## src/rtl/acd_pkg.sv

```systemverilog
package acd_pkg;

    localparam int POS_W = 10;   // holds positions up to 767
    localparam int HB_W  = 5;    // holds bit-clock half periods up to 24

    typedef logic [1:0] ratio_sel_t;

    // Root ticks per frame for a frame-length select
    function automatic logic [POS_W-1:0] frame_len(input ratio_sel_t s);
        case (s)
            2'd0:    return POS_W'(256);
            2'd1:    return POS_W'(384);
            2'd2:    return POS_W'(512);
            default: return POS_W'(768);
        endcase
    endfunction

    // 256 and 512 cannot carry 24 or 48 bits with whole half periods
    function automatic logic cfg_ok(input ratio_sel_t rs, input ratio_sel_t bs);
        return !(!rs[0] && bs[0]);
    endfunction

    // Root ticks per bit-clock level: frame / (2 * bits)
    function automatic logic [HB_W-1:0] half_bclk(input ratio_sel_t rs, input ratio_sel_t bs);
        case ({rs, bs})
            4'b00_00: return HB_W'(8);
            4'b00_10: return HB_W'(4);
            4'b01_00: return HB_W'(12);
            4'b01_01: return HB_W'(8);
            4'b01_10: return HB_W'(6);
            4'b01_11: return HB_W'(4);
            4'b10_00: return HB_W'(16);
            4'b10_10: return HB_W'(8);
            4'b11_00: return HB_W'(24);
            4'b11_01: return HB_W'(16);
            4'b11_10: return HB_W'(12);
            4'b11_11: return HB_W'(8);
            default:  return HB_W'(1);
        endcase
    endfunction

endpackage

```

## src/rtl/acd_root_gen.sv

```systemverilog
module acd_root_gen #(
    parameter int PSC_W       = 8,
    parameter int SYNC_STAGES = 2
) (
    input  logic             clk,
    input  logic             rst_n,
    input  logic             en_i,
    input  logic             src_sel_i,
    input  logic             periph_tick_i,
    input  logic             abus_tick_i,
    input  logic             psc_en_i,
    input  logic [PSC_W-1:0] psc_val_i,
    input  logic             mclk_in_mode_i,
    input  logic             ext_mclk_i,
    output logic             root_tick_o,
    output logic             mclk_o
);

    localparam int SH_W = SYNC_STAGES + 1;

    typedef struct packed {
        logic [PSC_W-1:0] cnt;
        logic             tick;
        logic             mclk;
        logic [SH_W-1:0]  sh;
    } st_t;

    st_t  q, d;
    logic src_tick;
    logic ext_rise;
    logic fire;

    always_comb begin
        d        = q;
        fire     = 1'b0;
        d.sh     = {q.sh[SH_W-2:0], ext_mclk_i};
        src_tick = src_sel_i ? abus_tick_i : periph_tick_i;
        ext_rise = q.sh[SH_W-2] & ~q.sh[SH_W-1];
        if (!en_i) begin
            d.cnt  = '0;
            d.tick = 1'b0;
            d.mclk = 1'b0;
        end else if (mclk_in_mode_i) begin
            d.cnt  = '0;
            d.tick = ext_rise;
            d.mclk = 1'b0;
        end else begin
            if (src_tick) begin
                if (!psc_en_i || (q.cnt >= psc_val_i)) begin
                    fire  = 1'b1;
                    d.cnt = '0;
                end else begin
                    d.cnt = q.cnt + PSC_W'(1);
                end
            end
            d.tick = fire;
            if (fire) begin
                d.mclk = ~q.mclk;
            end
        end
    end

    always_ff @(posedge clk or negedge rst_n) begin
        if (!rst_n) begin
            q <= '0;
        end else begin
            q <= d;
        end
    end

    assign root_tick_o = q.tick;
    assign mclk_o      = q.mclk;

    AST_PSC_GAP: assert property (@(posedge clk) disable iff (!rst_n)
        (q.tick && en_i && psc_en_i && !mclk_in_mode_i && psc_val_i != '0)
        |=> (!q.tick || psc_val_i == '0 || !psc_en_i || mclk_in_mode_i));

    AST_MCLK_QUIET_IN: assert property (@(posedge clk) disable iff (!rst_n)
        mclk_in_mode_i |=> !q.mclk);

endmodule

```

## src/rtl/acd_frame_div.sv

```systemverilog
module acd_frame_div
    import acd_pkg::*;
(
    input  logic       clk,
    input  logic       rst_n,
    input  logic       en_i,
    input  logic       tick_i,
    input  ratio_sel_t rsel_i,
    input  ratio_sel_t bsel_i,
    output logic       bclk_o,
    output logic       lr_o,
    output logic       rise_o,
    output logic       fall_o,
    output logic       frame_o,
    output logic       cfg_err_o
);

    typedef struct packed {
        logic [POS_W-1:0] pos;
        logic [HB_W-1:0]  bcnt;
        logic             bclk;
        logic             lr;
        logic             rise;
        logic             fall;
        logic             frame;
        ratio_sel_t       act_r;
        ratio_sel_t       act_b;
        logic             err;
    } st_t;

    st_t              q, d;
    logic             req_ok;
    logic [POS_W-1:0] flen;
    logic [POS_W-1:0] pos_inc;
    logic [HB_W-1:0]  hb;

    always_comb begin
        d       = q;
        d.rise  = 1'b0;
        d.fall  = 1'b0;
        d.frame = 1'b0;
        req_ok  = cfg_ok(rsel_i, bsel_i);
        d.err   = !req_ok;
        flen    = frame_len(q.act_r);
        hb      = half_bclk(q.act_r, q.act_b);
        pos_inc = q.pos + POS_W'(1);
        if (!en_i) begin
            d.pos  = '0;
            d.bcnt = '0;
            d.bclk = 1'b0;
            d.lr   = 1'b0;
            if (req_ok) begin
                d.act_r = rsel_i;
                d.act_b = bsel_i;
            end
        end else if (tick_i) begin
            if (q.pos == flen - POS_W'(1)) begin
                d.pos   = '0;
                d.bcnt  = '0;
                d.bclk  = 1'b0;
                d.lr    = 1'b0;
                d.frame = 1'b1;
                d.fall  = q.bclk;
                if (req_ok) begin
                    d.act_r = rsel_i;
                    d.act_b = bsel_i;
                end
            end else begin
                d.pos = pos_inc;
                if (q.bcnt == hb - HB_W'(1)) begin
                    d.bcnt = '0;
                    d.bclk = ~q.bclk;
                    d.rise = ~q.bclk;
                    d.fall = q.bclk;
                end else begin
                    d.bcnt = q.bcnt + HB_W'(1);
                end
                d.lr = (pos_inc >= (flen >> 1));
            end
        end
    end

    always_ff @(posedge clk or negedge rst_n) begin
        if (!rst_n) begin
            q <= '0;
        end else begin
            q <= d;
        end
    end

    assign bclk_o    = q.bclk;
    assign lr_o      = q.lr;
    assign rise_o    = q.rise;
    assign fall_o    = q.fall;
    assign frame_o   = q.frame;
    assign cfg_err_o = q.err;

    AST_STB_EXCL: assert property (@(posedge clk) disable iff (!rst_n)
        !(q.rise && q.fall));

    AST_LR_ON_FALL: assert property (@(posedge clk) disable iff (!rst_n)
        ($past(en_i) && !$stable(q.lr)) |-> $fell(q.bclk));

    AST_FRAME_START_LOW: assert property (@(posedge clk) disable iff (!rst_n)
        q.frame |-> (!q.lr && !q.bclk && q.pos == '0));

    AST_IDLE_CLEAR: assert property (@(posedge clk) disable iff (!rst_n)
        !en_i |=> (q.pos == '0 && !q.bclk && !q.lr));

    AST_RATIO_AT_BOUNDARY: assert property (@(posedge clk) disable iff (!rst_n)
        (!$stable(q.act_r) || !$stable(q.act_b)) |-> (q.frame || !$past(en_i)));

    AST_ACTIVE_PAIR_OK: assert property (@(posedge clk) disable iff (!rst_n)
        cfg_ok(q.act_r, q.act_b));

endmodule

```

## src/rtl/acd_edge_sync.sv

```systemverilog
module acd_edge_sync #(
    parameter int STAGES = 2
) (
    input  logic clk,
    input  logic rst_n,
    input  logic pin_i,
    output logic level_o,
    output logic toggle_o
);

    logic [STAGES:0] sh_d, sh_q;

    always_comb begin
        sh_d = {sh_q[STAGES-1:0], pin_i};
    end

    always_ff @(posedge clk or negedge rst_n) begin
        if (!rst_n) begin
            sh_q <= '0;
        end else begin
            sh_q <= sh_d;
        end
    end

    assign level_o  = sh_q[STAGES-1];
    assign toggle_o = sh_q[STAGES-1] ^ sh_q[STAGES];

endmodule

```

## src/rtl/audio_clk_chain.sv

```systemverilog
module audio_clk_chain
    import acd_pkg::*;
#(
    parameter int PSC_W       = 8,
    parameter int SYNC_STAGES = 2
) (
    input  logic             clk,
    input  logic             rst_n,
    input  logic             en_i,
    input  logic             src_sel_i,
    input  logic             periph_tick_i,
    input  logic             abus_tick_i,
    input  logic             psc_en_i,
    input  logic [PSC_W-1:0] psc_div_i,
    input  logic [1:0]       rclk_ratio_i,
    input  logic [1:0]       bclk_ratio_i,
    input  logic             slave_i,
    input  logic             mclk_in_i,
    input  logic             ext_mclk_i,
    input  logic             ext_bclk_i,
    input  logic             ext_lr_i,
    output logic             mclk_o,
    output logic             mclk_oe_o,
    output logic             bclk_o,
    output logic             lr_o,
    output logic             bclk_rise_stb_o,
    output logic             bclk_fall_stb_o,
    output logic             frame_stb_o,
    output logic             cfg_err_o
);

    localparam int N_EXT  = 2;  // channel 0 bit clock, channel 1 frame clock
    localparam int CH_BCK = 0;
    localparam int CH_LR  = 1;

    logic             master_en;
    logic             root_tick;
    logic             m_bclk, m_lr, m_rise, m_fall, m_frame, m_err;
    logic [N_EXT-1:0] ext_pins;
    logic [N_EXT-1:0] ext_lvl;
    logic [N_EXT-1:0] ext_tgl;

    assign master_en = en_i & ~slave_i;
    assign ext_pins  = {ext_lr_i, ext_bclk_i};

    acd_root_gen #(
        .PSC_W       (PSC_W),
        .SYNC_STAGES (SYNC_STAGES)
    ) u_root (
        .clk            (clk),
        .rst_n          (rst_n),
        .en_i           (en_i),
        .src_sel_i      (src_sel_i),
        .periph_tick_i  (periph_tick_i),
        .abus_tick_i    (abus_tick_i),
        .psc_en_i       (psc_en_i),
        .psc_val_i      (psc_div_i),
        .mclk_in_mode_i (mclk_in_i),
        .ext_mclk_i     (ext_mclk_i),
        .root_tick_o    (root_tick),
        .mclk_o         (mclk_o)
    );

    acd_frame_div u_frame (
        .clk       (clk),
        .rst_n     (rst_n),
        .en_i      (master_en),
        .tick_i    (root_tick),
        .rsel_i    (rclk_ratio_i),
        .bsel_i    (bclk_ratio_i),
        .bclk_o    (m_bclk),
        .lr_o      (m_lr),
        .rise_o    (m_rise),
        .fall_o    (m_fall),
        .frame_o   (m_frame),
        .cfg_err_o (m_err)
    );

    for (genvar ch = 0; ch < N_EXT; ch++) begin : g_ext
        acd_edge_sync #(
            .STAGES (SYNC_STAGES)
        ) u_sync (
            .clk      (clk),
            .rst_n    (rst_n),
            .pin_i    (ext_pins[ch]),
            .level_o  (ext_lvl[ch]),
            .toggle_o (ext_tgl[ch])
        );
    end

    always_comb begin
        if (slave_i) begin
            bclk_o          = en_i & ext_lvl[CH_BCK];
            lr_o            = en_i & ext_lvl[CH_LR];
            bclk_rise_stb_o = en_i & ext_tgl[CH_BCK] & ext_lvl[CH_BCK];
            bclk_fall_stb_o = en_i & ext_tgl[CH_BCK] & ~ext_lvl[CH_BCK];
            frame_stb_o     = en_i & ext_tgl[CH_LR] & ~ext_lvl[CH_LR];
        end else begin
            bclk_o          = m_bclk;
            lr_o            = m_lr;
            bclk_rise_stb_o = m_rise;
            bclk_fall_stb_o = m_fall;
            frame_stb_o     = m_frame;
        end
    end

    assign mclk_oe_o = ~mclk_in_i;
    assign cfg_err_o = m_err;

    AST_OUT_STB_EXCL: assert property (@(posedge clk) disable iff (!rst_n)
        !(bclk_rise_stb_o && bclk_fall_stb_o));

endmodule

```

## config.mk

```make
export PLATFORM = sky130hd
export DESIGN_NAME = audio_clk_chain
export DESIGN_NICKNAME = d
export VERILOG_FILES = /design/src/rtl/acd_pkg.sv /design/src/rtl/acd_root_gen.sv /design/src/rtl/acd_frame_div.sv /design/src/rtl/acd_edge_sync.sv /design/src/rtl/audio_clk_chain.sv
export SDC_FILE = /design/constraint.sdc
export NUM_CORES = 1
export LEC_CHECK = 0
export BUFFER_PORTS_ARGS = -buffer_cell sky130_fd_sc_hd__buf_2
export CAP_MARGIN = 25
export CORE_ASPECT_RATIO = 1.5
export CORE_MARGIN = 2
export CORE_UTILIZATION = 40
export CTS_BUF_LIST = sky130_fd_sc_hd__clkbuf_4 sky130_fd_sc_hd__clkbuf_8
export DETAILED_ROUTE_END_ITERATION = 16
export PLACE_DENSITY_LB_ADDON = 0.25
export SETUP_SLACK_MARGIN = 0.05
export SLEW_MARGIN = 30
export SYNTH_ARGS = -nofsm -noshare
export SYNTH_HDL_FRONTEND = slang
export SYNTH_SLANG_ARGS = --single-unit
```

## constraint.sdc

```tcl
create_clock -name clk -period 2.26 [get_ports clk]
set_input_delay 0.452 -clock clk [delete_from_list [all_inputs] [get_ports clk]]
set_output_delay 0.452 -clock clk [all_outputs]
set_load 0.1 [all_outputs]
```

==> impl_metrics.yaml, run 1 <==
setup_path:
  crit_type: "reg2reg"
  required_ns: 2.45
  crit_path_end_kind: "flip-flop"
  cp_max_fo: 5
  start_kind: "flip-flop"
  crit_arrival_ns: 2.37
grt:
  antenna_found_initial: 0
  grt_max_degree: 24
  grt_overflow: 0
  grtUsageTotal_pct: 16.45
  grt_pass1_wl_um: 9818
  first_global_vias: 2177
route:
  vias: 2140
  route.detailed.drc: 0
  antenna_left: 0
  drt-initial-drc-count: 103
  vias_per_cell: 5.194
  postRouteWirelength_um: 5740
  wl_per_cell_um: 13.93
  dr.pass1.iters: 4
power:
  total_power_mw: 1.761
  power_per_cell_area_mw_per_mm2: 548.4
  power_leakage_nw: 1.509
  ir_drop_mv: 0.3425
yosys:
  synth_nets: 331
  synth-seq-area-share_pct: 41.49
  ys_seq_elements: 44
  synth_warnings: 0
  synth_flop_cell: "dfrtp_1"
  synth-edff-count: 0
  syn_avg_cell_area_um2: 9.279
  syn_area_mm2: 0.002654
  synthCells: 286
  synth_cell_type_count: 50
  async_flop_share_pct: 100.0
worst_hold_path:
  hp-class: "in2async"
floorplanning:
  die_area_mm2: 0.007316
  die_x_um: 70.51
  io_pins: 32
  die_y_um: 103.8
  start_util_pct: 41.20
  core_mm2: 0.006441
  rows: 36
clock_tree:
  clock_sinks: 44
  cts_root_buffer: "clkbuf_8"
  path_clk_slew_ns: 0.08
  insertion_delay_ns: 0.30
  tritoncts: "yes"
  cts_buffers: 5
  htree_levels: 2
  clockBufferDepth: 2
cells_and_area:
  fin_area_mm2: 0.003211
  final_cell_mix: "dfrtp_1 (41), buf_2 (31), nand2_1 (29)"
  drive_above_1_share_pct: 25.30
  postLayoutCoreUtil_pct: 49.84
  antenna_cells: 0
  final_common_cell: "dfrtp_1"
  area_delta_synth_final_pct: 20.98
  nets: 380
placement:
  place_ws_ns: 0.04900
  dp_hpwl_um: 4313
  io_buffers: 31
  place_area_mm2: 0.003003
  gp_congestion: 0.7857
timing:
  finalClockSkew_ns: 0.005661
  fin_crit_sh_pct: 96.66
  relSlewSlack_pct: 29.85
  max_freq_mhz: 457.8
  grt_setup_unrepaired: "yes"
  final_max_slew_viol_count: 0
  tightest_slew_ns: 1.048
  setup_viol: 0
  fin_ws_ns: 0.07548
  fin_crit_ns: 2.185
  finalHoldViolations: 0
run_status:
  status: "complete, no violations"
job:
  maxCapViolCount: 0
Yosys cell counts, drive strengths merged (6+ instances only):
cell | count | area share [%]
nand2b | 7 | 1.7
nand4 | 6 | 1.4
o21ai | 30 | 5.8
nand3 | 15 | 2.8
ha | 21 | 9.9
nand2 | 30 | 4.2
a21oi | 9 | 1.7
dfrtp | 44 | 41
a21o | 6 | 1.7
xnor2 | 11 | 3.6
nor2 | 20 | 3.4
inv | 22 | 3.1
per-stage QoR:
| stage | hold slack, ns | std cells | setup TNS [ns] |
|---|---|---|---|
| after floorplan | 0.1564 | 286 | -1.001 |
| final | 0.1285 | 412 | 0 |
| after detailed placement | 0.3364 | 402 | 0 |
| after CTS | 0.1412 | 410 | 0 |
| after global placement | 0.3331 | 402 | 0 |
| after global routing | 0.1659 | 412 | -0.04471 |
registers in the layout (all words and copies together), names as in the netlist:
name                flops
u_frame.bclk_o          1
u_root.root_tick_o      1
u_root.mclk_o           1
u_frame.rise_o          1
u_frame.frame_o         1
u_frame.q              19
g_ext.u_sync.sh_q       6
u_frame.lr_o            1
u_frame.fall_o          1
u_root.d                2
u_frame.cfg_err_o       1
u_root.q                9
power breakdown:
part           switching (mW)  internal [mW]  leakage (nW)
Sequential             0.0190          0.808         0.579
Combinational           0.186          0.135         0.871
Clock                   0.273          0.340        0.0586
critical path, cell delays in order, from the launching register on:
cell and delay (ns):
dfrtp_2 0.44, and2b_1 0.23, nand2_2 0.07, ha_4 0.28, xor2_2 0.12, o211a_1 0.14
nand4_1 0.17, or2_4 0.35, a31oi_4 0.19, o21ai_1 0.08
kinds of logic (layout without fill, tap and decap cells):
kind of cell,Yosys count,in the layout,synth area share [%]
AND/OR/NAND/NOR,108,108,21.74
AO/OA/AOI/OAI,63,63,15.32
flip-flops,44,44,41.49
buffers and inverters,30,80,4.667
adder cells (fa/ha/maj),21,21,9.901
XOR/XNOR,16,16,5.280
multiplexers,4,4,1.603
per-layer routing:
| metal | part of all wire, % | GRT usage (%) | wire, um | vias to the layer above |
|---|---|---|---|---|
| met5 | 0 | 0 | 0 | - |
| met2 | 53 | 29.92 | 3025 | 32 |
| met1 | 43 | 19.70 | 2443 | 1007 |
| met4 | 1.4 | 4.945 | 81 | 0 |
| li1 | - | - | - | 1095 |
| met3 | 3.3 | 2.237 | 190 | 6 |
area by class of cell:
class / instances / area [um2]
Clock buffer: 6 / 76.32
Clock inverter: 2 / 35.03
Fill cell: 613 / 3231
Inverter: 22 / 82.58
Multi-Input combinational cell: 212 / 1506
Sequential cell: 44 / 1105
Tap cell: 76 / 95.09
Timing Repair Buffer: 50 / 310.3
final timing paths:
kind	to	slack [ns]	cells after the start	from
setup / recovery	u_frame.q[14]	0.08	9	u_frame.q[4]
hold / removal	u_root.q[7]	0.13	1	rst_n
setup reg to reg	u_frame.q[14]	0.08	9	u_frame.q[4]
hold reg to reg	u_root.d[2]	0.35	0	u_root.d[1]
max in group asynchronous	u_frame.q[15]	1.62	2	rst_n
min in group clk	g_ext[0].u_sync.sh_q[0]	0.25	1	ext_bclk_i
what timing repair did:
item	in CTS	in global routing
pin swaps	1	7
gates resized for setup	2	18
hold endpoints to repair	0	0
setup buffers	0	2
endpoints found under the setup margin	1	14
hold buffers	0	0
No activity file was read; power rests on OpenSTA's default activity.
==> inputs of run 2 (changes only) <==
--- a/config.mk
+++ b/config.mk
@@ -10,3 +10,3 @@
 export CORE_ASPECT_RATIO = 1.5
-export CORE_MARGIN = 2
+export CORE_MARGIN = 1
 export CORE_UTILIZATION = 40
==> constraint.sdc (replaced) <==
create_clock -name clk -period 2.4 [get_ports clk]
set_input_delay 0.48 -clock clk [delete_from_list [all_inputs] [get_ports clk]]
set_output_delay 0.48 -clock clk [all_outputs]
set_load 0.02 [all_outputs]
==> impl_metrics.yaml, run 2 (synthesized netlist as in run 1, its figures left out) <==
setup_path:
  worstReg2RegStart: "u_frame.q[4]"
  cp.buffers_inverters: 0
  crit_chain: "and2b_2, nand2_1, ha_4, xor2_1, o211a_1, nand4_1, o21ai_4, nor2_2, a211o_1"
  crit_arrival_ns: 2.43
  cp_top_family: "compound AO/OA/AOI/OAI gates"
  critical_path.max_stage_delay_ns: 0.42
  crit_start: "u_frame.q[4]"
  start_kind: "flip-flop"
  critPathSlowestCell: "dfrtp_2"
  required_ns: 2.58
  crit_path_end_kind: "flip-flop"
  cp_max_fo: 6
  crit_type: "reg2reg"
cells_and_area:
  nets: 374
  largest_reg_flops: 19
  reg_top3: "u_frame.q x19, u_root.q x9, g_ext.u_sync.sh_q x6"
  final_common_cell: "dfrtp_1"
  antenna_cells: 0
  largest-register: "u_frame.q"
  final_cell_mix: "dfrtp_1 (41), buf_2 (31), nand2_1 (30)"
  drive_above_1_share_pct: 23.03
  area_delta_synth_final_pct: 17.02
  n_fill_cell: 643
  fin_area_mm2: 0.003105
  postLayoutCoreUtil_pct: 48.21
  fin_cells: 406
route:
  dr.pass1.iters: 4
  drt-initial-drc-count: 99
  antenna_left: 0
  postRouteWirelength_um: 5549
  route.detailed.drc: 0
  vias_per_cell: 5.340
  wl_per_cell_um: 13.67
  vias: 2168
floorplanning:
  die_y_um: 101.8
  die_x_um: 68.51
  start_util_pct: 41.20
  die_area_mm2: 0.006971
  io_pins: 32
  core_mm2: 0.006441
  rows: 36
power:
  ir_drop_mv: 0.3648
  sequentialPowerShare_pct: 50.9
  clockPowerShare_pct: 32.1
  power_leakage_nw: 1.459
  power_per_cell_area_mw_per_mm2: 493.1
  combPwrFrac_pct: 17.0
  p_int_mw: 1.126
  p_sw_mw: 0.4056
  swShare_pct: 26.49
grt:
  grt_pass1_wl_um: 9501
  antenna_found_initial: 0
  first_global_vias: 2095
  grtUsageTotal_pct: 18.29
  grt_overflow: 0
  grt_max_degree: 26
job:
  maxCapViolCount: 0
timing:
  relSlewSlack_pct: 61.24
  finalHoldViolations: 0
  setup_viol: 0
  max_freq_mhz: 444.6
  finalClockSkew_ns: 0.01151
  fin_crit_sh_pct: 93.73
  grt_setup_unrepaired: "no"
  fin_ws_ns: 0.1506
  tightest_slew_ns: 0.5815
  fin_tns_setup_ns: 0
  fin_crit_ns: 2.249
  final_max_slew_viol_count: 0
clock_tree:
  tritoncts: "yes"
  cts_root_buffer: "clkbuf_8"
  htree_levels: 2
  path_clk_slew_ns: 0.08
  holdBufCountCts: 0
  clock_sinks: 44
  insertion_delay_ns: 0.30
  cts_buffers: 5
  clockBufferDepth: 2
placement:
  gp_congestion: 0.8296
  place_ws_ns: 0.1323
  io_buffers: 31
  place_inst: 396
  place_area_mm2: 0.002945
  dp_hpwl_um: 4209
worst_hold_path:
  hp-class: "in2async"
run_status:
  status: "complete, no violations"
[run 2: repair_timing]
| item | 4_1_cts | 5_1_grt |
|---|---|---|
| resized for setup | 0 | 14 |
| setup buffers | 0 | 2 |
| setup endpoints to repair | 0 | 10 |
[run 2: cell type report]
type	instances	area (um2)	area share (%)
clock inverters	1	7.507	0.2417
inverters	22	82.58	2.659
well taps	76	95.09	3.062
repair buffers	44	252.7	8.139
clock buffers	7	90.09	2.901
multi-input cells	212	1473	47.42
flip-flops and latches	44	1105	35.58
[run 2: power groups by stage]
stage / Combinational [mW] / Sequential [mW] / Clock [mW]
finish: 0.260 / 0.780 / 0.492
global route: 0.295 / 0.783 / 0.531
CTS: 0.242 / 0.778 / 0.510
detailed placement: 0.240 / 0.793 / 0
global placement: 0.237 / 0.793 / 0
floorplan: 0.152 / 0.790 / 0
[run 2: metal layers]
layer  track usage (%)  share of wire, %
met1             20.88                41
met2             32.88                53
met3             3.041               3.5
met4             6.891               2.1
met5                 0                 0
[run 2: worst register-to-register path, cell delays in order, from the launching register on]
cell and delay (ns):
dfrtp_2 0.42, and2b_2 0.25, nand2_1 0.10, ha_4 0.28, xor2_1 0.15, o211a_1 0.16, nand4_1 0.19, o21ai_4 0.26
nor2_2 0.06, a211o_1 0.26
[run 2: through the flow]
stage	power (mW)	hold WS, ns
3_5_place_dp	1.033	0.3364
5_1_grt	1.609	0.2190
4_1_cts	1.530	0.1888
2_1_floorplan	0.9421	0.1844
3_3_place_gp	1.029	0.3313
6_report	1.531	0.1748
[run 2: path summary, 6_finish.rpt]
check	to	slack [ns]	cells after the start
setup / recovery	u_frame.q[13]	0.15	9
hold / removal	u_frame.q[23]	0.17	1
setup reg to reg	u_frame.q[13]	0.15	9
hold reg to reg	g_ext[0].u_sync.sh_q[1]	0.35	0
max in group asynchronous	u_frame.q[3]	1.64	2
min in group clk	g_ext[1].u_sync.sh_q[0]	0.28	1
